`config.mk`:
```
export PLATFORM = sky130hd
export DESIGN_NAME = line_split_rd
export DESIGN_NICKNAME = d
export VERILOG_FILES = /design/src/rtl/lsr_pkg.sv /design/src/rtl/lsr_piece_calc.sv /design/src/rtl/lsr_req_track.sv /design/src/rtl/lsr_ar_drive.sv /design/src/rtl/line_split_rd.sv
export SDC_FILE = /design/constraint.sdc
export NUM_CORES = 1
export LEC_CHECK = 0
export BUFFER_PORTS_ARGS = -buffer_cell sky130_fd_sc_hd__buf_2
export CAP_MARGIN = 10
export CORE_ASPECT_RATIO = 1.4
export CORE_MARGIN = 1
export CORE_UTILIZATION = 50
export DETAILED_ROUTE_END_ITERATION = 12
export HOLD_SLACK_MARGIN = 0.03
export PLACE_DENSITY = 0.74
export SLEW_MARGIN = 20
export SYNTH_ARGS = -nofsm -noshare
export SYNTH_HDL_FRONTEND = slang
export SYNTH_SLANG_ARGS = --single-unit
```
`constraint.sdc`:
```
create_clock -name clk -period 8.3 [get_ports clk]
set_input_delay 2.075 -clock clk [delete_from_list [all_inputs] [get_ports clk]]
set_output_delay 2.075 -clock clk [all_outputs]
set_load 0.02 [all_outputs]
```
`src/rtl/lsr_pkg.sv`:
```
package lsr_pkg;
  typedef enum logic [1:0] {
    BURST_FIXED = 2'd0,
    BURST_INCR  = 2'd1,
    BURST_WRAP  = 2'd2
  } burst_e;

  localparam int unsigned AR_LEN_W = 8;
endpackage

```
`src/rtl/lsr_piece_calc.sv`:
```
module lsr_piece_calc
  import lsr_pkg::*;
#(
  parameter int unsigned ADDR_W  = 32,
  parameter int unsigned LEN_W   = 12,
  parameter int unsigned LINE_LG = 6,
  parameter int unsigned BEAT_LG = 3
) (
  input  logic [ADDR_W-1:0]   cur_addr,
  input  logic [LEN_W-1:0]    remain,
  output logic [LEN_W-1:0]    take,
  output logic                last_piece,
  output logic [AR_LEN_W-1:0] beats_m1
);
  localparam int unsigned ROOM_W = LINE_LG + 1;
  localparam int unsigned CMP_W  = (LEN_W > ROOM_W) ? LEN_W : ROOM_W;
  localparam int unsigned IDX_W  = LINE_LG - BEAT_LG;

  logic [LINE_LG-1:0] offset;
  logic [ROOM_W-1:0]  room;
  logic [CMP_W-1:0]   room_x;
  logic [CMP_W-1:0]   remain_x;
  logic [CMP_W-1:0]   take_x;
  logic [ROOM_W-1:0]  end_sum;
  logic [LINE_LG-1:0] end_off;
  logic [IDX_W-1:0]   first_idx;
  logic [IDX_W-1:0]   last_idx;

  always_comb begin
    offset     = cur_addr[LINE_LG-1:0];
    room       = ROOM_W'(1 << LINE_LG) - ROOM_W'(offset);
    room_x     = CMP_W'(room);
    remain_x   = CMP_W'(remain);
    last_piece = (remain_x <= room_x);
    take_x     = last_piece ? remain_x : room_x;
    take       = LEN_W'(take_x);
    end_sum    = ROOM_W'(offset) + ROOM_W'(take_x) - ROOM_W'(1);
    end_off    = end_sum[LINE_LG-1:0];
    first_idx  = offset[LINE_LG-1:BEAT_LG];
    last_idx   = end_off[LINE_LG-1:BEAT_LG];
    beats_m1   = AR_LEN_W'(last_idx - first_idx);
  end
endmodule

```
`src/rtl/lsr_req_track.sv`:
```
module lsr_req_track #(
  parameter int unsigned ADDR_W  = 32,
  parameter int unsigned LEN_W   = 12,
  parameter int unsigned LINE_LG = 6
) (
  input  logic              clk,
  input  logic              rst_n,
  input  logic              req_fire,
  input  logic [ADDR_W-1:0] req_addr,
  input  logic [LEN_W-1:0]  req_len,
  input  logic              req_fill,
  input  logic              ar_fire,
  input  logic [LEN_W-1:0]  take,
  input  logic              last_piece,
  output logic              busy,
  output logic              fill_q,
  output logic [ADDR_W-1:0] cur_addr,
  output logic [LEN_W-1:0]  remain,
  output logic              done
);
  logic empty_req;
  logic final_fire;

  always_comb begin
    empty_req  = (req_len == '0);
    final_fire = ar_fire && (fill_q || last_piece);
  end

  always_ff @(posedge clk) begin
    if (!rst_n) begin
      busy     <= 1'b0;
      fill_q   <= 1'b0;
      cur_addr <= '0;
      remain   <= '0;
      done     <= 1'b0;
    end else begin
      done <= 1'b0;
      if (req_fire) begin
        if (empty_req) begin
          done <= 1'b1;
        end else begin
          busy     <= 1'b1;
          fill_q   <= req_fill;
          cur_addr <= req_addr;
          remain   <= req_len;
        end
      end else if (final_fire) begin
        busy <= 1'b0;
        done <= 1'b1;
      end else if (ar_fire) begin
        cur_addr <= cur_addr + ADDR_W'(take);
        remain   <= remain - take;
      end
    end
  end

  AST_EMPTY_NO_BURST: assert property (@(posedge clk) disable iff (!rst_n)
    (req_fire && empty_req) |=> (done && !busy));

  AST_NEXT_AT_LINE_BASE: assert property (@(posedge clk) disable iff (!rst_n)
    (ar_fire && !fill_q && !last_piece) |=>
      (busy && cur_addr[LINE_LG-1:0] == '0 && cur_addr > $past(cur_addr)));

  AST_DONE_AFTER_FINAL: assert property (@(posedge clk) disable iff (!rst_n)
    final_fire |=> (done && !busy));
endmodule

```
`src/rtl/lsr_ar_drive.sv`:
```
module lsr_ar_drive
  import lsr_pkg::*;
#(
  parameter int unsigned ADDR_W  = 32,
  parameter int unsigned LINE_LG = 6,
  parameter int unsigned BEAT_LG = 3
) (
  input  logic                clk,
  input  logic                rst_n,
  input  logic                busy,
  input  logic                fill_q,
  input  logic [ADDR_W-1:0]   cur_addr,
  input  logic [AR_LEN_W-1:0] beats_m1,
  input  logic                ar_ready,
  output logic                ar_valid,
  output logic [ADDR_W-1:0]   ar_addr,
  output logic [AR_LEN_W-1:0] ar_len,
  output logic [2:0]          ar_size,
  output logic [1:0]          ar_burst
);
  localparam int unsigned LINE_BEATS = 1 << (LINE_LG - BEAT_LG);
  localparam int unsigned IDX_W      = LINE_LG - BEAT_LG;

  logic [ADDR_W-1:0] word_addr;

  always_comb begin
    word_addr = {cur_addr[ADDR_W-1:BEAT_LG], {BEAT_LG{1'b0}}};
    ar_valid  = busy;
    ar_size   = 3'(BEAT_LG);
    if (fill_q) begin
      ar_addr  = word_addr;
      ar_len   = AR_LEN_W'(LINE_BEATS - 1);
      ar_burst = BURST_WRAP;
    end else begin
      ar_addr  = cur_addr;
      ar_len   = beats_m1;
      ar_burst = BURST_INCR;
    end
  end

  AST_HOLD_UNDER_STALL: assert property (@(posedge clk) disable iff (!rst_n)
    (ar_valid && !ar_ready) |=>
      (ar_valid && $stable(ar_addr) && $stable(ar_len) && $stable(ar_burst) && $stable(ar_size)));

  AST_INCR_IN_LINE: assert property (@(posedge clk) disable iff (!rst_n)
    (ar_valid && ar_burst == BURST_INCR) |->
      ((AR_LEN_W+1)'(ar_addr[LINE_LG-1:BEAT_LG]) + (AR_LEN_W+1)'(ar_len) <= (AR_LEN_W+1)'(LINE_BEATS - 1)));

  AST_WRAP_WHOLE_LINE: assert property (@(posedge clk) disable iff (!rst_n)
    (ar_valid && ar_burst == BURST_WRAP) |->
      (ar_len == AR_LEN_W'(LINE_BEATS - 1) && ar_addr[BEAT_LG-1:0] == '0));

  AST_SIZE_FIXED: assert property (@(posedge clk) disable iff (!rst_n)
    ar_valid |-> (ar_size == 3'(BEAT_LG) && IDX_W > 0));
endmodule

```
`src/rtl/line_split_rd.sv`:
```
module line_split_rd
  import lsr_pkg::*;
#(
  parameter int unsigned ADDR_W     = 32,
  parameter int unsigned LEN_W      = 12,
  parameter int unsigned LINE_BYTES = 64,
  parameter int unsigned BEAT_BYTES = 8
) (
  input  logic              clk,
  input  logic              rst_n,
  input  logic              req_valid,
  output logic              req_ready,
  input  logic [ADDR_W-1:0] req_addr,
  input  logic [LEN_W-1:0]  req_len,
  input  logic              req_fill,
  output logic              ar_valid,
  input  logic              ar_ready,
  output logic [ADDR_W-1:0] ar_addr,
  output logic [7:0]        ar_len,
  output logic [2:0]        ar_size,
  output logic [1:0]        ar_burst,
  output logic              done
);
  localparam int unsigned LINE_LG = $clog2(LINE_BYTES);
  localparam int unsigned BEAT_LG = $clog2(BEAT_BYTES);

  logic              busy;
  logic              fill_q;
  logic [ADDR_W-1:0] cur_addr;
  logic [LEN_W-1:0]  remain;
  logic [LEN_W-1:0]  take;
  logic              last_piece;
  logic [AR_LEN_W-1:0] beats_m1;
  logic              req_fire;
  logic              ar_fire;

  always_comb begin
    req_ready = !busy;
    req_fire  = req_valid && req_ready;
    ar_fire   = ar_valid && ar_ready;
  end

  lsr_piece_calc #(
    .ADDR_W(ADDR_W), .LEN_W(LEN_W), .LINE_LG(LINE_LG), .BEAT_LG(BEAT_LG)
  ) calc_i (
    .cur_addr(cur_addr), .remain(remain), .take(take),
    .last_piece(last_piece), .beats_m1(beats_m1)
  );

  lsr_req_track #(
    .ADDR_W(ADDR_W), .LEN_W(LEN_W), .LINE_LG(LINE_LG)
  ) track_i (
    .clk(clk), .rst_n(rst_n), .req_fire(req_fire), .req_addr(req_addr),
    .req_len(req_len), .req_fill(req_fill), .ar_fire(ar_fire), .take(take),
    .last_piece(last_piece), .busy(busy), .fill_q(fill_q),
    .cur_addr(cur_addr), .remain(remain), .done(done)
  );

  lsr_ar_drive #(
    .ADDR_W(ADDR_W), .LINE_LG(LINE_LG), .BEAT_LG(BEAT_LG)
  ) drive_i (
    .clk(clk), .rst_n(rst_n), .busy(busy), .fill_q(fill_q),
    .cur_addr(cur_addr), .beats_m1(beats_m1), .ar_ready(ar_ready),
    .ar_valid(ar_valid), .ar_addr(ar_addr), .ar_len(ar_len),
    .ar_size(ar_size), .ar_burst(ar_burst)
  );

  AST_READY_ONLY_IDLE: assert property (@(posedge clk) disable iff (!rst_n)
    ar_valid |-> !req_ready);

  AST_NEXT_PIECE_PROMPT: assert property (@(posedge clk) disable iff (!rst_n)
    (ar_fire && !done && ar_burst == BURST_INCR && !last_piece) |=> ar_valid);
endmodule

```
# == Word-level counts from Yosys, hierarchy flattened ==
# Cells that the tools add are included.
# word_totals
word_cells,44
register_bits,47
out_inout_bits,48
# classes
eq_ne,2
bitwise_logic,1
n_lt_le_gt_ge,1
add_sub_neg,6
n_reduce_logical,11
mux,18
# ops
operator,n
32-bit two-way mux,4
12-bit two-way mux,5
32-bit by 12-bit adder with 32-bit output,1
12-bit by 7-bit <= comparator with 1-bit output,1
12-bit zero test,1
12-bit subtractor,1
8-bit two-way mux,1
7-bit by 6-bit subtractor with 7-bit output (first input constant),1
6-bit adder,1
1-bit two-way mux,6
6-bit by 1-bit subtractor with 6-bit output (second input constant),1
2-bit != test (second input constant),2
2-bit AND reduction,2
2-bit nonzero test,2
3-bit by 3-bit subtractor with 4-bit output,1
1-bit logical AND,3
3-bit two-way mux,1
3-bit AND reduction,1
2-bit two-way mux,1
1-bit zero test,1
1-bit logical OR,1
1-bit NOT,1

# == Logic depth before layout (Yosys ltp) ==
# depth
depth_word,7
mapped_depth,27
mapped_depth_nobuf,24

# == Hierarchy ==
# From an unflattened synthesis, not the netlist that was laid out.
# hier_totals
hier_cells,622
hier_area_um2,4740.8
# modules_own_cells
module,seq_area_each_um2,n_inst,area_each_um2,cells_each
lsr_req_track,940.9,1,3598.5,462
lsr_piece_calc,0.0,1,778.2,108
lsr_ar_drive,0.0,1,347.8,49
line_split_rd,0.0,1,16.3,3

# == Worst setup path before layout ==
# No wires, ideal clock.
# synth_path
kind,register to output
start,reg track_i.cur_addr[1]
end,out ar_len[4]
required_time_ns,6.225
path_stages_with_launch,28
arrival_ns,5.313
path_buffers,3
setup_slack_ns,0.912
path_cell_list,dfxtp_1 inv_1 ha_1 and3_1 xnor2_1 inv_1 ha_1 and4b_4 a221oi_2 a21oi_1 nor2b_1 clkbuf_1 buf_2 nand2_1 o21ai_0 inv_1 ha_1 inv_1 ha_1 nor3b_1 o21ai_0 nand2b_1 xor2_1 ha_1 nor2b_1 o21a_1 nor3_1 buf_4
# synth_via
elab_chain_len,7
# synth_rtl
item,line,source
from (decl),lsr_req_track.sv:17,"output logic [ADDR_W-1:0] cur_addr,"
from (signal assigned),lsr_req_track.sv:44,cur_addr <= req_addr;
from (signal assigned),lsr_req_track.sv:51,cur_addr <= cur_addr + ADDR_W'(take);
7-bit by 6-bit subtractor with 7-bit output,lsr_piece_calc.sv:31,room = ROOM_W'(1 << LINE_LG) - ROOM_W'(offset);
12-bit by 7-bit <= comparator with 1-bit output,lsr_piece_calc.sv:34,last_piece = (remain_x <= room_x);
12-bit two-way mux,lsr_piece_calc.sv:35,take_x = last_piece ? remain_x : room_x;
6-bit adder *,lsr_piece_calc.sv:37,end_sum = ROOM_W'(offset) + ROOM_W'(take_x) - ROOM_W'(1);
6-bit by 1-bit subtractor with 6-bit output *,lsr_piece_calc.sv:37,
3-bit by 3-bit subtractor with 4-bit output *,lsr_piece_calc.sv:41,beats_m1 = AR_LEN_W'(last_idx - first_idx);
8-bit two-way mux *,lsr_ar_drive.sv:30,if (fill_q) begin
to (decl),line_split_rd.sv:19,"output logic [7:0] ar_len,"
# Mark *: on every way between the ends. The rest lies on a longest branch, timed or not.

# == Worst setup path in the final report ==
# layout_path
start,reg track_i.cur_addr[1]
end,out ar_len[7]
# The elaborated chain is that of the path after synthesis.

==> metrics <==
Cell Area, Synth between 4000 and 5000 sq um; CTS clock-pin slew for the worst setup and hold paths about 0.07 ns; critical path start-end classification reg2out; Yosys warning total 0; height of the die between 100 and 150 um; final core utilization 55.8%; width of the die about 81 um; final worst path period need between 7 and 8 ns; Yosys top cell area share between 20% and 30%; initial antenna violation count 0; diode count 0; total of fill cells in the finished design a little over 800; clk sinks 47; peak-usage layer in the global routing report met2; worst hold path class reg2reg; Slew Viols, Final 0; aggregate global-route resource usage roughly a quarter; fraction of synthesis flops using an asynchronous set or reset pin 0%; Routed wire per std cell 15.8 um; number of library cell types mapped by synthesis 62; clock skew 0.00413 ns; number of hold violations in the final report 0; number of input and output port buffers inserted 93; most area-consuming cells after synthesis dfxtp_1 (21%), ha_1 (11%), buf_4 (6.5%), nand2_1 (5.6%), nor2_1 (4.4%); max cap viols 0; cell with the most instances after synthesis nand2_1; global-route wire length before repair 19,000 um; clock tree buffer depth 2; worst slew margin relative to its limit 29.6%; DRC violations left 0; std cell rows 40; most common cell type on the critical path ha_1; final sum of negative setup slack 0 ns; outcome finished clean; area of the placeable core 8560 sq um; r2r startpoint track_i.cur_addr[1]; fraction of final layout cells sized beyond drive strength 1 21.5%; startpoint type of the worst setup path flop; peak fanout along the critical path 17; number of flip-flops and latches in the synthesized netlist 47; RSZ-0062 raised after global routing false; via count of the first global-routing pass 4,146; CTS Root Buffer Type clkbuf_16; required time worst endpoint 6.23 ns; total via count after detailed routing ~4,300; I/O pin count 97; Crit-path slowest cell dfxtp_1; H-tree depth reported by CTS 2; count of hold-fix buffers inserted at cts 0; Initial Util 51.3%; pin count of the biggest net entering global routing 61; Post-synth top flop dfxtp_1; HPWL after DPL ~8500 um; total CTS buffers 5; vias per std cell 5.92; sequential cell area fraction in the yosys report 21.4%; clock tree from TritonCTS built; Final Wtd Congestion slightly above 0.9; number of routed nets with antenna violations 0; transition time at the pin with the least slew margin 1.05 ns; endpoint class of the critical path output pin; upper clock frequency limit 0.132 GHz; routed wire length 11,500 um; ranking of synthesized cells by instance count nand2_1 (65), nor2_1 (52), dfxtp_1 (47); synthesis-to-finish area growth 8.68%; Critical path origin track_i.cur_addr[1]; final setup violation count 0; Hold Startpoint track_i.remain[11]; met1 Usage GRT 30.2%; largest stage delay on the critical path about 0.44 ns; worst endpoint data arrival time around 5.5 ns; number of enable flip-flop cells after synthesis 0; met3 track utilization from global routing approximately 3.1%; total die area 9170 sq um; Iter 0 DRT Violations 253; period utilization 91.1%; grt ovf 0; number of nets in the final layout 711; number of instances in the synthesized netlist 578; met2 global-route usage 45.9%; cell taking the most area after synthesis dfxtp_1; Avg Synthesized Cell Area 7.60 sq um; clock latency reported for the late side of the worst-skew pair 0.29 ns; number of optimization iterations in the first detailed-route pass 5
## path summary, 6_finish.rpt
kind,endpoint,depth (start not counted),slack [ns]
min reg2reg,track_i.remain[11],2,0.49
min,track_i.remain[11],2,0.49
max reg2reg,track_i.cur_addr[25],22,3.03
max,ar_len[7],25,0.74
## flip-flops by register name (all words and copies together), names as in the netlist
register and cells:
track_i.busy 1, track_i.cur_addr 32, track_i.remain 12, track_i.fill_q 1
track_i.done 1
## routing by layer
metal / wire length [um] / part of all wire (%) / up-vias
li1: - / - / 2119
met1: 4760 / 41 / 2027
met2: 5760 / 50 / 131
met3: 486 / 4.2 / 28
met4: 465 / 4.1 / 0
met5: 0 / 0 / -
## kinds of logic (layout without fill, tap and decap cells)
family,after synthesis,count (layout),share of synthesized area [%]
other,2,8,0.171
buffers and inverters,105,143,13.0
multiplexers,1,1,0.228
XOR/XNOR,19,19,3.79
AO/OA/AOI/OAI,156,156,25.7
flip-flops,47,47,21.4
AND/OR/NAND/NOR,207,207,23.5
adder cells (fa/ha/maj),41,41,12.2
## metrics by stage
step	instance area (sq um)	hold WS (ns)	std cells	setup slack [ns]
5_1_grt	4780	0.519	727	0.145
6_report	4780	0.491	727	0.738
3_3_place_gp	4630	0.461	719	0.862
2_1_floorplan	4420	0.450	584	0.912
4_1_cts	4770	0.492	727	0.201
3_5_place_dp	4630	0.479	719	0.559
## critical path: cells and delay by family, from the launching register on
family | cells | cell delay, ns
and+or+nand+nor | 8 | 1.59
xor gates and xnor gates | 2 | 0.35
buffers and inverters | 5 | 0.62
DFF | 1 | 0.44
AOI/OAI and AO/OA | 5 | 0.82
adders and majority gates | 5 | 1.37
## cells in the final DEF (no fill, tap or decap), drive strengths merged, types with 3 or more instances in the layout
| cell type | count |
|---|---|
| inv | 37 |
| a221oi | 3 |
| o21ai | 38 |
| or2 | 3 |
| nand2 | 65 |
| xnor2 | 13 |
| buf | 98 |
| o21a | 5 |
| o221a | 3 |
| nor2b | 5 |
| ha | 38 |
| xor2 | 6 |
| nor2 | 52 |
| o211ai | 8 |
| a22oi | 3 |
| or3 | 6 |
| a211oi | 5 |
| o21bai | 4 |
| nand3 | 19 |
| fa | 3 |
| a21o | 5 |
| a31oi | 10 |
| a21oi | 35 |
| nor4 | 7 |
| a22o | 3 |
| dfxtp | 47 |
| nand4 | 8 |
| and3 | 8 |
| nand2b | 3 |
| conb | 8 |
| and4 | 6 |
| nor3 | 14 |
| a311oi | 16 |
| a32oi | 3 |
| and2 | 5 |
| clkbuf | 6 |
## what timing repair did
action | CTS | global route
setup endpoints to repair | 0 | 7
setup buffers | 0 | 0
gates resized for setup | 0 | 2
## cell type report
cell class	instances	area [sq um]	share of cell area, %
Sequential cell	47	941	19.7
Timing Repair Buffer	98	503	10.5
Multi-Input combinational cell	432	2920	61.1
Inverter	37	139	2.91
Tap cell	105	131	2.75
Clock inverter	2	12.5	0.262
Clock buffer	6	129	2.70
Power is left out: the tool's default activity adds up to more than one toggle a clock period on the data nets, which glitch-free logic cannot reach.
